File: config.mk
export PLATFORM = sky130hd
export DESIGN_NAME = ovr_flag_mux
export DESIGN_NICKNAME = d
export VERILOG_FILES = /design/src/rtl/ovr_flag_pkg.sv /design/src/rtl/ovr_rst_sync.sv /design/src/rtl/ovr_edge_det.sv /design/src/rtl/ovr_timeout.sv /design/src/rtl/ovr_serializer.sv /design/src/rtl/ovr_flag_mux.sv
export SDC_FILE = /design/constraint.sdc
export NUM_CORES = 1
export LEC_CHECK = 0
export BUFFER_PORTS_ARGS = -buffer_cell sky130_fd_sc_hd__buf_2
export CORE_MARGIN = 10
export CORE_UTILIZATION = 60
export DETAILED_ROUTE_END_ITERATION = 8
export PLACE_DENSITY = 0.77
export SYNTH_ARGS = -nofsm -noshare
export SYNTH_HDL_FRONTEND = slang
export SYNTH_SLANG_ARGS = --single-unit
File: constraint.sdc
create_clock -name clk -period 2.6 [get_ports clk]
set_input_delay 0.52 -clock clk [delete_from_list [all_inputs] [get_ports clk]]
set_output_delay 0.52 -clock clk [all_outputs]
set_load 0.01 [all_outputs]
File: src/rtl/ovr_flag_pkg.sv
package ovr_flag_pkg;

  typedef enum logic [1:0] {
    SPD_BASE   = 2'b00,
    SPD_DOUBLE = 2'b01,
    SPD_QUAD   = 2'b10,
    SPD_RSVD   = 2'b11
  } speed_e;

  // log2 of the frame multiplier for each speed code; reserved acts as quad
  function automatic logic [1:0] speed_shift(input speed_e s);
    case (s)
      SPD_BASE:   speed_shift = 2'd0;
      SPD_DOUBLE: speed_shift = 2'd1;
      default:    speed_shift = 2'd2;
    endcase
  endfunction

endpackage

File: src/rtl/ovr_rst_sync.sv
module ovr_rst_sync #(
  parameter int STAGES = 2
) (
  input  logic clk,
  input  logic rst_n,
  output logic rst_n_sync
);
  logic [STAGES-1:0] chain;

  always_ff @(posedge clk or negedge rst_n) begin
    if (!rst_n) chain <= '0;
    else        chain <= {chain[STAGES-2:0], 1'b1};
  end

  assign rst_n_sync = chain[STAGES-1];
endmodule

File: src/rtl/ovr_edge_det.sv
module ovr_edge_det (
  input  logic clk,
  input  logic rst_n,
  input  logic lrck,
  input  logic sclk,
  output logic lrck_rise,
  output logic lrck_edge,
  output logic sclk_fall
);
  logic lrck_q, sclk_q;

  always_ff @(posedge clk or negedge rst_n) begin
    if (!rst_n) begin
      lrck_q <= 1'b0;
      sclk_q <= 1'b0;
    end else begin
      lrck_q <= lrck;
      sclk_q <= sclk;
    end
  end

  assign lrck_rise = lrck & ~lrck_q;
  assign lrck_edge = lrck ^ lrck_q;
  assign sclk_fall = ~sclk & sclk_q;
endmodule

File: src/rtl/ovr_timeout.sv
module ovr_timeout
  import ovr_flag_pkg::*;
#(
  parameter int TMO_LOG2 = 15
) (
  input  logic   clk,
  input  logic   rst_n,
  input  logic   ovr_l,
  input  logic   ovr_r,
  input  logic   tick,
  input  speed_e speed,
  output logic   held_l,
  output logic   held_r
);
  localparam int CW = TMO_LOG2 + 3;
  localparam logic [CW-1:0] BASE_LIM = CW'(1) << TMO_LOG2;

  logic [CW-1:0] cnt, cnt_n, lim;
  logic          held_l_n, held_r_n, any_ovr, expire;

  always_comb begin
    lim      = BASE_LIM << speed_shift(speed);
    any_ovr  = ovr_l | ovr_r;
    expire   = (cnt >= lim - CW'(1));
    held_l_n = held_l | ovr_l;
    held_r_n = held_r | ovr_r;
    cnt_n    = cnt;
    if (any_ovr) begin
      cnt_n = '0;
    end else if ((held_l | held_r) && tick) begin
      if (expire) begin
        cnt_n    = '0;
        held_l_n = 1'b0;
        held_r_n = 1'b0;
      end else begin
        cnt_n = cnt + CW'(1);
      end
    end
  end

  always_ff @(posedge clk or negedge rst_n) begin
    if (!rst_n) begin
      cnt    <= '0;
      held_l <= 1'b0;
      held_r <= 1'b0;
    end else begin
      cnt    <= cnt_n;
      held_l <= held_l_n;
      held_r <= held_r_n;
    end
  end

  a_r2_left_set: assert property (@(posedge clk) disable iff (!rst_n)
    ovr_l |=> held_l);
  a_r2_right_set: assert property (@(posedge clk) disable iff (!rst_n)
    ovr_r |=> held_r);
  a_r4_restart: assert property (@(posedge clk) disable iff (!rst_n)
    (ovr_l || ovr_r) |=> (cnt == '0));
  a_r5_keep_left: assert property (@(posedge clk) disable iff (!rst_n)
    (held_l && ovr_r) |=> held_l);
  a_r3_clear_on_tick: assert property (@(posedge clk) disable iff (!rst_n)
    $fell(held_l) |-> ($past(tick) && !$past(ovr_l || ovr_r)));
  a_r1_idle_count: assert property (@(posedge clk) disable iff (!rst_n)
    !(held_l || held_r) |-> (cnt == '0));
endmodule

File: src/rtl/ovr_serializer.sv
module ovr_serializer (
  input  logic clk,
  input  logic rst_n,
  input  logic lrck,
  input  logic lrck_edge,
  input  logic sclk_fall,
  input  logic fmt_i2s,
  input  logic held_l,
  input  logic held_r,
  output logic pin_n
);
  logic [1:0] pend, pend_n;
  logic       side_l, side_l_n, pin_n_n;

  always_comb begin
    pend_n   = pend;
    side_l_n = side_l;
    pin_n_n  = pin_n;
    if (lrck_edge) begin
      pend_n   = fmt_i2s ? 2'd2 : 2'd1;
      side_l_n = lrck ^ fmt_i2s;
    end else if (sclk_fall && (pend != 2'd0)) begin
      pend_n = pend - 2'd1;
      if (pend == 2'd1) pin_n_n = ~(side_l ? held_l : held_r);
    end
  end

  always_ff @(posedge clk or negedge rst_n) begin
    if (!rst_n) begin
      pend   <= 2'd0;
      side_l <= 1'b0;
      pin_n  <= 1'b1;
    end else begin
      pend   <= pend_n;
      side_l <= side_l_n;
      pin_n  <= pin_n_n;
    end
  end

  a_r6_moves_on_fall: assert property (@(posedge clk) disable iff (!rst_n)
    (pin_n != $past(pin_n)) |-> ($past(sclk_fall) && !$past(lrck_edge)));
  a_r7_two_fall_gap: assert property (@(posedge clk) disable iff (!rst_n)
    (lrck_edge && fmt_i2s) |=> (pend == 2'd2));
  a_r8_clear_high: assert property (@(posedge clk) disable iff (!rst_n)
    (!held_l && !held_r && sclk_fall && pend == 2'd1 && !lrck_edge) |=> pin_n);
endmodule

File: src/rtl/ovr_flag_mux.sv
module ovr_flag_mux
  import ovr_flag_pkg::*;
#(
  parameter int TMO_LOG2 = 15
) (
  input  logic       clk,
  input  logic       rst_n,
  input  logic       ovr_left,
  input  logic       ovr_right,
  input  logic       lrck,
  input  logic       sclk,
  input  logic       fmt_i2s,
  input  logic [1:0] speed,
  output logic       ovfl_n
);
  logic rst_s, lrck_rise, lrck_edge, sclk_fall, held_l, held_r;

  ovr_rst_sync #(.STAGES(2)) u_rst (
    .clk(clk), .rst_n(rst_n), .rst_n_sync(rst_s)
  );

  ovr_edge_det u_edge (
    .clk(clk), .rst_n(rst_s), .lrck(lrck), .sclk(sclk),
    .lrck_rise(lrck_rise), .lrck_edge(lrck_edge), .sclk_fall(sclk_fall)
  );

  ovr_timeout #(.TMO_LOG2(TMO_LOG2)) u_tmo (
    .clk(clk), .rst_n(rst_s), .ovr_l(ovr_left), .ovr_r(ovr_right),
    .tick(lrck_rise), .speed(speed_e'(speed)),
    .held_l(held_l), .held_r(held_r)
  );

  ovr_serializer u_ser (
    .clk(clk), .rst_n(rst_s), .lrck(lrck), .lrck_edge(lrck_edge),
    .sclk_fall(sclk_fall), .fmt_i2s(fmt_i2s),
    .held_l(held_l), .held_r(held_r), .pin_n(ovfl_n)
  );

  a_r1_reset_high: assert property (@(posedge clk) disable iff (!rst_s)
    $rose(rst_s) |-> ovfl_n);
endmodule

==> Word level (Yosys, flattened, before mapping) <==
Cells that the tools add are included.
W data, S select, Z words.
{ "word_totals": {"ff_bits": 28, "in_bits": 9} }
{ "op_classes": {"eq_ne": 2, "n_mux": 14, "n_addsub": 3, "n_reduce_logical": 7, "magnitude_cmp": 1, "bitwise_logic": 12, "shifts": 1} }
{ "ops": {"columns": ["operator", "n"], "rows": [
  ["$mux W18", 3],
  ["$add A18 B1 Y18 const B", 1],
  ["$ge A18 B18 Y1", 1],
  ["$shl A16 B2 Y18 const A", 1],
  ["$sub A18 B1 Y18 const B", 1],
  ["$mux W1", 7],
  ["$mux W2", 3],
  ["$reduce_bool A2 Y1", 3],
  ["$eq A2 B1 Y1 const B", 2],
  ["$not A1 Y1", 4],
  ["$or A1 B1 Y1", 4],
  ["$pmux W2 S2", 1],
  ["$reduce_and A3 Y1", 1],
  ["$and A1 B1 Y1", 2],
  ["$logic_and A1 B1 Y1", 2],
  ["$logic_not A2 Y1", 1],
  ["$sub A2 B1 Y2 const B", 1],
  ["$xor A1 B1 Y1", 2]
]} }

==> Longest topological paths before layout <==
Gate-level depths: netlist of run 1.
{ "depth": {"ltp_word": 8, "ltp_mapped": 9, "depth_no_buf": 7} }

==> Hierarchy <==
From an unflattened synthesis of run 1, not the netlist that was laid out.
{ "hier_totals": {"cells_unflattened": 158, "area_unflattened_um2": 1560.2} }
{ "by_module_without_submodules": {"columns": ["mod", "seq_area_each_um2", "instances", "area_each_um2", "cells_each"], "rows": [
  ["ovr_timeout", 500.5, 1, 1179.9, 127],
  ["ovr_serializer", 101.3, 1, 242.7, 22],
  ["ovr_edge_det", 50.0, 1, 83.8, 6],
  ["ovr_rst_sync", 50.0, 1, 53.8, 3]
]} }

==> Worst setup path after synthesis of run 1 <==
No wires, ideal clock.
{ "synth_path": {"path_type": "input-to-reg", "start": "input port speed[1]", "end": "register u_tmo.cnt[9]", "setup_ns": 0.082, "path_stages": 9, "slack_ns": 0.771, "arrival_ns": 1.747, "n_path_buf": 2, "path_cell_list": "inv_1 ha_1 a21oi_1 o211ai_1 a21oi_2 buf_6 buf_6 a21oi_1 a31oi_1"} }
{ "synth_between": {"elab_chain_cells": 8} }
{ "synth_rtl": {"columns": ["item", "line", "source"], "rows": [
  ["start: declaration", "ovr_flag_mux.sv:13", "input logic [1:0] speed,"],
  ["$eq A2 B1 Y1 / $logic_not A2 Y1 (equally long branches)", "ovr_flag_pkg.sv:12", "case (s)"],
  ["$pmux W2 S2 *", "ovr_flag_pkg.sv:12", null],
  ["$shl A16 B2 Y18 *", "ovr_timeout.sv:22", "lim = BASE_LIM << speed_shift(speed);"],
  ["$sub A18 B1 Y18 *", "ovr_timeout.sv:24", "expire = (cnt >= lim - CW'(1));"],
  ["$ge A18 B18 Y1 *", "ovr_timeout.sv:24", null],
  ["$mux W18 *", "ovr_timeout.sv:31", "if (expire) begin"],
  ["$mux W18 *", "ovr_timeout.sv:30", "end else if ((held_l | held_r) && tick) begin"],
  ["$mux W18 *", "ovr_timeout.sv:28", "if (any_ovr) begin"],
  ["end signal: assignment", "ovr_timeout.sv:47", "cnt <= cnt_n;"],
  ["end: declaration", "ovr_timeout.sv:18", "logic [CW-1:0] cnt, cnt_n, lim;"]
]} }
Mark *: on every way between the ends. The rest lies on a longest branch, timed or not. The select of a mux whose other input is x is not followed.
A chain may end at the register's enable or synchronous reset.

==> Worst setup path after layout of run 1 <==
{ "layout_path": {"start": "register u_tmo.cnt[16]", "end": "register u_tmo.cnt[17]"} }
{ "layout_between": {"elab_chain_cells": 4} }
{ "layout_rtl": {"columns": ["item", "line"], "rows": [
  ["$add A18 B1 Y18 / $ge A18 B18 Y1 (equally long branches)", "ovr_timeout.sv:36, ovr_timeout.sv:24"],
  ["$mux W18 *", "ovr_timeout.sv:31"],
  ["$mux W18 *", "ovr_timeout.sv:30"],
  ["$mux W18 *", "ovr_timeout.sv:28"]
]} }
Marks and branches as above.

==> results.yml, run 1 <==
critical_path:
  crit_arrival_ns: 2.25
  endpoint_kind: "flip-flop"
  critPathLaunchType: "flip-flop"
  critPathBufInv: 1
  critPathKind: "reg2reg"
  cp_top_family: "compound AO/OA/AOI/OAI gates"
  path_cells: "ha_1 -> a21oi_1 -> o211ai_1 -> a21oi_2 -> buf_4 -> or2b_1 -> a31oi_1"
  ff2ff_path_depth: 7
  critPathMaxFanout: 14
  required_ns: 2.86
  cp_slowest_cell: "dfrtp_1"
  reg2reg_setup_slack_ns: 0.60
  rr_startpoint: "u_tmo.cnt[16]$_DFFE_PN0P_"
  reg2reg_to: "u_tmo.cnt[17]$_DFFE_PN0P_"
  max_stage_delay_ns: 0.45
route:
  firstDrtPassIters: 4
  antenna_left: 0
  drtIter0Drc: 97
  remaining_drc_errors: 0
  wirelength_mm: 2.956
  viasPerCell: 6.172
  avgRoutedWirePerCell_um: 14.93
  vias: 1222
synth:
  synth-seq-area-share_pct: 46.59
  ys_top_cells_by_area: "dfrtp_1, ha_1, a31oi_1"
  yosys_warnings: 0
  synth_edf_count: 0
  syn_area_per_cell_sq_um: 9.657
  synth-seq-cells: 28
  yosysTopAreaCell: "dfrtp_1"
  synthCells: 156
  syn_area_sq_um: 1506
  netlist.area_leader.share_pct: 44.85
  ys_types: 39
  synth_ff_type: "dfrtp_1"
  async_flop_share_pct: 100.0
floorplanning:
  pin_count: 10
  start_util_pct: 61.93
  die_area_sq_um: 4915
  core_sq_um: 2432
  die_width_um: 70.11
  die_h_um: 70.11
  core.rowCount: 18
sta:
  tightest_slew_ns: 1.045
  max_freq_mhz: 500.3
  final_hold_viol_count: 0
  timing.slew.headroom_pct: 30.36
  rsz0062_at_grt: "false"
  timing.final.ws_setup_ns: 0.6012
  fin_crit_ns: 1.999
  period_share_pct: 76.88
  tns_ns: 0
  finalSetupViolCount: 0
  clock_skew_ns: 0.002941
  slew_viol_final: 0
pwr:
  cellLeakagePower_uw: 0.0007161
  p_seq_share_pct: 62.0
  clkPwrFrac_pct: 27.9
  p_int_uw: 570.2
  pwr-share-comb_pct: 10.0
  p_total_uw: 750.6
  p_per_area_nw_per_um2: 464.0
  swShare_pct: 24.04
  switchingPower_uw: 180.4
  irDropWorstVdd_v: 0.0003717
clocking:
  cts_root_buf: "clkbuf_4"
  cts_buffers: 3
  htreeDepth: 1
  cts.repair.resized: 0
  clockBufferDepth: 2
  clkSlewWorstSetupHoldPaths_ns: 0.15
  tritoncts: "built"
  ctsHoldBuffers: 1
  cts_setup_buffers: 0
  insertion_delay_ns: 0.32
  cts.sinks: 28
global_route:
  antenna_found_initial: 0
  track_usage_pct: 12.00
  grt_pass1_wl_mm: 5.078
  grt.overflow.total: 0
  grt_pass1_vias: 1158
  grt_max_degree: 27
layout:
  syn_to_final_growth_pct: 7.392
  drive_above_1_share_pct: 13.69
  antennaDiodeCount: 0
  final_core_util_pct: 66.51
  fillers: 194
  fin_cells: 198
  final_nets: 185
worst_hold_path:
  worstHoldPathCells: 1
  whs_endpoint: "u_edge.sclk_q$_DFF_PN0_"
  holdCritStartpoint: "sclk"
  hold_class: "in2reg"
place:
  pre_cts_ws_ns: 0.4554
  place_hpwl_mm: 2.166
  numPortBuffers: 9
  place_inst: 193
  place_congestion: 0.8430
run_status:
  status: "finished, final reports clean"
flow_run:
  drv_cap: 0
==> worst max-delay path by stage <==
stage,from,cells past startpoint,end,slack [ns]
final,u_tmo.cnt[16]$_DFFE_PN0P_,7,u_tmo.cnt[17]$_DFFE_PN0P_,0.60
after detailed placement,speed[1],9,u_tmo.cnt[17]$_DFFE_PN0P_,0.46
after global placement,speed[1],9,u_tmo.cnt[17]$_DFFE_PN0P_,0.55
after CTS,u_tmo.cnt[16]$_DFFE_PN0P_,7,u_tmo.cnt[17]$_DFFE_PN0P_,0.63
after global routing,u_tmo.cnt[16]$_DFFE_PN0P_,7,u_tmo.cnt[17]$_DFFE_PN0P_,0.40
after floorplan,speed[1],9,u_tmo.cnt[9]$_DFFE_PN0P_,0.77
==> area by class of cell <==
class                      instances  area (sq um)  area share (%)
timing repair buffer              12         70.07           4.331
tap                               30         37.54           2.320
inverter                           6         22.52           1.392
clock buffer                       4         36.28           2.243
sequential                        28         701.9           43.39
multi-input combinational        118         749.5           46.33
==> cell usage in the layout (no fill, tap or decap), types with 2 or more instances in the layout <==
cell type   n
a22o_1      3
inv_1       6
mux2_2      3
dfrtp_1    27
buf_2       9
nand4_1     3
a41oi_1     3
nor3_1      5
mux2i_1     2
a21o_1      2
nand2_1    16
o21ai_0     9
or3_1       2
clkbuf_4    3
xnor2_1     2
nor2_1     12
buf_4       2
a21oi_1     9
conb_1      2
ha_1        7
a31oi_1    13
nand3_1     9
==> state kept, by name, summed over array words and instances (netlist names) <==
name,count
u_edge.sclk_q,1
u_ser.pin_n,1
u_edge.lrck_q,1
u_tmo.held_l,1
u_ser.pend,2
u_tmo.cnt,18
u_tmo.held_r,1
u_ser.side_l,1
u_rst.chain,2
==> stage by stage <==
step | hold WS (ns) | cell area [sq um]
floorplan | 0.2244 | 1510
global placement | 0.3048 | 1572
detailed placement | 0.3060 | 1572
CTS | 0.2961 | 1618
global route | 0.2813 | 1618
finish | 0.3068 | 1618
==> cell families (layout without fill, tap and decap cells) <==
kind of cell	count (synthesis)	count (layout)	share of synthesized area, %
AO/OA/AOI/OAI	45	45	19.10
multiplexers	5	5	3.571
flip-flops	28	28	46.60
buffers and inverters	11	22	3.903
XOR/XNOR	2	2	1.163
AND/OR/NAND/NOR	57	57	19.60
adder cells (fa/ha/maj)	7	7	5.814
other	1	2	0.2489
==> metal layers <==
layer / vias up / GRT usage [%] / part of all wire, %
met5: - / 0 / 0
met2: 14 / 20.64 / 51
met4: 0 / 5.263 / 0.47
met1: 606 / 14.37 / 47
li1: 598 / - / -
met3: 4 / 1.695 / 1.6
==> power groups by stage <==
stage                     Clock [uW]  Sequential, uW  Combinational, uW
after floorplan                    0             471               53.3
after detailed placement           0             475               75.7
after CTS                        215             466               77.2
after global routing             235             469               85.2
after global placement             0             473               68.3
final                            210             466               75.1
==> Yosys cell counts, types with 2 or more instances <==
master,count
a21o_1,2
a21oi_1,9
a22o_1,3
a31oi_1,13
a41oi_1,3
buf_2,2
buf_6,2
dfrtp_1,27
ha_1,7
inv_1,6
mux2_2,3
mux2i_1,2
nand2_1,16
nand3_1,9
nand4_1,3
nor2_1,12
nor3_1,5
o21ai_0,9
or3_1,2
xnor2_1,2
==> worst register-to-register path, cell delays in order, from the launching register on <==
cell,delay (ns)
dfrtp_1,0.45
ha_1,0.32
a21oi_1,0.21
o211ai_1,0.17
a21oi_2,0.17
buf_4,0.20
or2b_1,0.25
a31oi_1,0.17
(Power assumes the default switching activity.)
==> run 2: changes to the inputs <==
--- a/config.mk
+++ b/config.mk
@@ -7,9 +7,9 @@
 export LEC_CHECK = 0
 export BUFFER_PORTS_ARGS = -buffer_cell sky130_fd_sc_hd__buf_2
 export CORE_MARGIN = 10
-export CORE_UTILIZATION = 60
+export CORE_UTILIZATION = 59
 export DETAILED_ROUTE_END_ITERATION = 8
-export PLACE_DENSITY = 0.77
+export PLACE_DENSITY = 0.76
 export SYNTH_ARGS = -nofsm -noshare
 export SYNTH_HDL_FRONTEND = slang
 export SYNTH_SLANG_ARGS = --single-unit
==> constraint.sdc (replaced) <==
create_clock -name clk -period 1.9 [get_ports clk]
set_input_delay 0.38 -clock clk [delete_from_list [all_inputs] [get_ports clk]]
set_output_delay 0.38 -clock clk [all_outputs]
set_load 0.01 [all_outputs]
==> run 2 against run 1 <==
  * Global-route usage increased by 1.8 points
  * Setup slack worse by 0.58 ns
  * Critical path depth up 1
  * Fmax up 6.3%
  * Clock power grew 40%
  * Die area rose by 1.2%
  * First-iteration DRC count grew 39%
  * Sequential share of layout area is 4.0 points lower
  * Hold slack worse by 0.15 ns
  * Sequential cell count stayed put
==> results.yml, run 2 (synthesis results as in run 1) <==
layout:
  largestRegisters: "u_tmo.cnt: 18 flops, u_rst.chain: 2 flops, u_ser.pend: 2 flops"
  syn_to_final_growth_pct: 18.19
  largest_register: "u_tmo.cnt"
  fin_cells: 209
  largest_reg_flops: 18
  final_cell_mix: "dfrtp_1, nand2_1, a31oi_1"
  final_nets: 196
  final_common_cell: "dfrtp_1"
  antennaDiodeCount: 0
  final_core_util_pct: 72.53
  drive_above_1_share_pct: 22.35
place:
  pre_cts_ws_ns: -0.03893
  place_inst: 198
  place_hpwl_mm: 2.371
  place_congestion: 0.7720
  numPortBuffers: 9
worst_hold_path:
  worstHoldPathCells: 1
  hold_class: "in2reg"
critical_path:
  required_ns: 2.14
  ff2ff_path_depth: 8
  endpoint_kind: "flip-flop"
  critPathLaunchType: "flip-flop"
  crit_arrival_ns: 2.12
  critPathMaxFanout: 14
  critPathKind: "reg2reg"
floorplanning:
  die_width_um: 70.53
  start_util_pct: 61.37
  pin_count: 10
  core_sq_um: 2455
  die_area_sq_um: 4974
  die_h_um: 70.53
  core.rowCount: 18
pwr:
  cellLeakagePower_uw: 0.0007810
  p_per_area_nw_per_um2: 592.4
  irDropWorstVdd_v: 0.0005488
  p_total_uw: 1055
sta:
  final_hold_viol_count: 0
  timing.final.ws_setup_ns: 0.01959
  period_share_pct: 98.97
  fin_crit_ns: 1.880
  slew_viol_final: 0
  finalSetupViolCount: 0
  max_freq_mhz: 531.8
  rsz0062_at_grt: "true"
  clock_skew_ns: 0.003654
  tightest_slew_ns: 0.5178
  timing.slew.headroom_pct: 65.21
route:
  avgRoutedWirePerCell_um: 17.13
  vias: 1305
  remaining_drc_errors: 0
  antenna_left: 0
  firstDrtPassIters: 4
  drtIter0Drc: 135
  viasPerCell: 6.244
  wirelength_mm: 3.580
clocking:
  cts_buffers: 3
  clockBufferDepth: 2
  clkSlewWorstSetupHoldPaths_ns: 0.15
  insertion_delay_ns: 0.33
  cts.sinks: 28
  cts_root_buf: "clkbuf_4"
  tritoncts: "built"
  htreeDepth: 1
global_route:
  grt_pass1_vias: 1260
  grt_max_degree: 30
  grt.overflow.total: 0
  track_usage_pct: 13.84
  grt_pass1_wl_mm: 5.796
  antenna_found_initial: 0
flow_run:
  drv_cap: 0
run_status:
  status: "finished, final reports clean"
## run 2: where the power goes
part	switching, uW	internal, uW
combinational	72.1	59.6
clock	177	117
sequential	12.0	616
total	262	793
## run 2: what timing repair did
item                                    4_1_cts  5_1_grt
gates resized for setup                       0        8
gates cloned                                  0        1
buffers inserted                              2        6
pin swaps                                     0        3
hold endpoints to repair                      2        0
endpoints found under the setup margin        1       16
hold buffers                                  1        0
## run 2: cell type report
type / instances / area [sq um]
Tap cell: 30 / 37.54
Inverter: 6 / 22.52
Sequential cell: 28 / 701.9
Fill cell: 186 / 674.4
Multi-Input combinational cell: 118 / 795.8
Clock buffer: 4 / 36.28
Timing Repair Buffer: 23 / 186.4
## run 2: path summary, 6_finish.rpt
path	to	startpoint	slack, ns
min in group asynchronous	u_tmo.cnt[1]$_DFFE_PN0P_	u_rst.chain[1]$_DFF_PN0_	0.24
max	u_tmo.cnt[3]$_DFFE_PN0P_	u_tmo.cnt[17]$_DFFE_PN0P_	0.02
min reg2reg	u_tmo.cnt[1]$_DFFE_PN0P_	u_rst.chain[1]$_DFF_PN0_	0.24
min	u_edge.sclk_q$_DFF_PN0_	sclk	0.16
max reg2reg	u_tmo.cnt[3]$_DFFE_PN0P_	u_tmo.cnt[17]$_DFFE_PN0P_	0.02
max in group asynchronous	u_ser.pin_n$_DFFE_PN1P_	u_rst.chain[1]$_DFF_PN0_	1.36
## run 2: stage by stage
stage / setup TNS (ns) / area [sq um] / hold WS (ns)
2_1_floorplan: 0 / 1510 / 0.08441
3_3_place_gp: 0 / 1622 / 0.1645
3_5_place_dp: -0.09962 / 1622 / 0.1663
4_1_cts: 0 / 1683 / 0.1384
5_1_grt: -0.3182 / 1780 / 0.1434
6_report: 0 / 1780 / 0.1568
## run 2: critical path: stages (launching register included)
cell and delay (ns):
dfrtp_1 0.48, ha_4 0.31, nand3_1 0.07, nor3_2 0.19, a21oi_2 0.09, buf_6 0.14
clkbuf_16 0.16, a21o_1 0.15, a22o_1 0.18
## run 2: routing by layer
layer	vias up	global-route usage (%)	part of all wire [%]
met5	-	0	0
met4	0	4.946	1.0
met3	4	1.953	2.5
met2	26	23.95	56
met1	652	17.05	40
li1	623	-	-
==> run 3: changes to the inputs <==
--- a/config.mk
+++ b/config.mk
@@ -10,6 +10,7 @@
 export CORE_UTILIZATION = 59
 export DETAILED_ROUTE_END_ITERATION = 8
 export PLACE_DENSITY = 0.76
+export SETUP_SLACK_MARGIN = 0.4
 export SYNTH_ARGS = -nofsm -noshare
 export SYNTH_HDL_FRONTEND = slang
 export SYNTH_SLANG_ARGS = --single-unit
==> run 3 against run 2 <==
  * Non-clock buffer count unchanged
  * Setup slack better by 0.12 ns
  * Sequential power hardly changed
  * Sequential cell count unchanged
  * Cell count stayed put
  * First-iteration DRC count rose by 19%
  * Combinational power up 11%
  * Clock skew down 0.0014 ns
  * Count of clock-buffer cells in the layout unchanged
  * Design area rose by 3.0%
  * Routed wire length increased by 1.1%
  * Core utilization increased by 2.1 points
==> results.yml, run 3 (synthesis results as in run 1) <==
run_status:
  status: "finished, final reports clean"
floorplanning:
  die_h_um: 70.53
  core.rowCount: 18
  pin_count: 10
  start_util_pct: 61.37
  die_width_um: 70.53
  core_sq_um: 2455
  die_area_sq_um: 4974
critical_path:
  critPathLaunchType: "flip-flop"
  crit_arrival_ns: 2.01
  critPathKind: "reg2reg"
  required_ns: 2.15
  ff2ff_path_depth: 7
  max_stage_delay_ns: 0.44
  cp_top_family: "compound AO/OA/AOI/OAI gates"
  endpoint_kind: "flip-flop"
  reg2reg_to: "u_tmo.cnt[15]$_DFFE_PN0P_"
  reg2reg_setup_slack_ns: 0.14
  path_cells: "ha_4 -> nor3_1 -> o211ai_1 -> a21oi_2 -> buf_4 -> o21ai_0 -> a31oi_1"
  cp_slowest_cell: "dfrtp_1"
  critPathMaxFanout: 16
  critPathBufInv: 1
  rr_startpoint: "u_tmo.cnt[17]$_DFFE_PN0P_"
route:
  viasPerCell: 6.416
  remaining_drc_errors: 0
  wirelength_mm: 3.619
  antenna_left: 0
  drtIter0Drc: 160
  vias: 1341
  avgRoutedWirePerCell_um: 17.32
  firstDrtPassIters: 4
layout:
  antennaDiodeCount: 0
  final_nets: 196
  syn_to_final_growth_pct: 21.68
  largestRegisters: "u_tmo.cnt: 18 flops, u_rst.chain: 2 flops, u_ser.pend: 2 flops"
  final_cell_mix: "dfrtp_1, nand2_1, a31oi_1"
  drive_above_1_share_pct: 27.93
  largest_register: "u_tmo.cnt"
  final_common_cell: "dfrtp_1"
  largest_reg_flops: 18
  final_area_sq_um: 1833
global_route:
  grt_max_degree: 17
  track_usage_pct: 13.82
  grt_pass1_wl_mm: 5.913
  grt.overflow.total: 0
  antenna_found_initial: 0
  grt_pass1_vias: 1276
place:
  place_hpwl_mm: 2.324
  numPortBuffers: 9
  dpl_cell_area_sq_um: 1632
  place_congestion: 0.8187
pwr:
  cellLeakagePower_uw: 0.0008142
  p_int_uw: 767.7
  irDropWorstVdd_v: 0.0005116
  swShare_pct: 25.93
  p_seq_share_pct: 60.9
  switchingPower_uw: 268.8
  p_total_uw: 1037
  clkPwrFrac_pct: 24.9
  p_per_area_nw_per_um2: 565.5
  pwr-share-comb_pct: 14.2
clocking:
  cts.sinks: 28
  tritoncts: "built"
  clockBufferDepth: 2
  clkSlewWorstSetupHoldPaths_ns: 0.15
  htreeDepth: 1
  cts_root_buf: "clkbuf_4"
  insertion_delay_ns: 0.33
  cts_buffers: 3
flow_run:
  drv_cap: 0
sta:
  fin_crit_ns: 1.758
  period_share_pct: 92.50
  tightest_slew_ns: 0.5612
  clock_skew_ns: 0.002293
  slew_viol_final: 0
  timing.slew.headroom_pct: 62.30
  rsz0062_at_grt: "true"
  max_freq_mhz: 569.0
  final_hold_viol_count: 0
  finalSetupViolCount: 0
worst_hold_path:
  holdCritStartpoint: "sclk"
  hold_class: "in2reg"
  worstHoldPathCells: 1
  whs_endpoint: "u_edge.sclk_q$_DFF_PN0_"
-- run 3: cell count changes in the layout (fill, tap and decap cells not counted), sizes merged --
| cell | previous run | this run |
|---|---|---|
| buf | 21 | 22 |
| clkbuf | 5 | 4 |
-- run 3: per-stage QoR --
stage,utilization (%),worst slack (ns),TNS [ns],hold slack (ns),std cells
after floorplan,-,0.2672,0,0.08441,157
after global placement,66.46,0.06225,0,0.1648,197
after detailed placement,66.46,-0.002342,-0.002342,0.1674,197
after CTS,72.68,0.1698,0,0.1767,207
after global routing,74.67,0.03627,0,0.1853,209
final,74.67,0.1425,0,0.1920,209
-- run 3: layout make-up --
class                   instances  area (sq um)
well taps                      30         37.54
clock buffers                   4         26.28
flip-flops and latches         28         704.4
repair buffers                 23         160.2
inverters                       6         25.02
multi-input cells             118         879.6
fillers                       170         621.8
-- run 3: power by group through the flow --
stage / clock [uW] / sequential [uW] / combinational, uW
finish: 258 / 631 / 147
global route: 280 / 633 / 162
CTS: 259 / 632 / 128
detailed placement: 0 / 644 / 115
global placement: 0 / 641 / 106
floorplan: 0 / 644 / 75.1
-- run 3: metal layers --
metal / global-route usage [%] / wire, um / vias to the layer above
met3: 2.092 / 213 / 12
met2: 23.05 / 1788 / 66
met1: 17.16 / 1505 / 639
met4: 6.237 / 112 / 0
met5: 0 / 0 / -
li1: - / - / 624
-- run 3: worst max path at each step --
stage                              start                        end  cells after the start
4_1_cts        u_tmo.cnt[16]$_DFFE_PN0P_   u_tmo.cnt[4]$_DFFE_PN0P_                      7
2_1_floorplan  u_tmo.cnt[16]$_DFFE_PN0P_   u_tmo.cnt[3]$_DFFE_PN0P_                      7
5_1_grt        u_tmo.cnt[17]$_DFFE_PN0P_  u_tmo.cnt[16]$_DFFE_PN0P_                      7
3_5_place_dp                    speed[1]   u_tmo.cnt[4]$_DFFE_PN0P_                      9
6_report       u_tmo.cnt[17]$_DFFE_PN0P_  u_tmo.cnt[15]$_DFFE_PN0P_                      7
3_3_place_gp                    speed[1]   u_tmo.cnt[3]$_DFFE_PN0P_                      9
-- run 3: repair_timing --
item,CTS,global route
gates resized for setup,14,6
setup endpoints to repair,22,21
pin swaps,8,1
hold buffers,1,0
buffers inserted,5,2
hold endpoints to repair,2,0
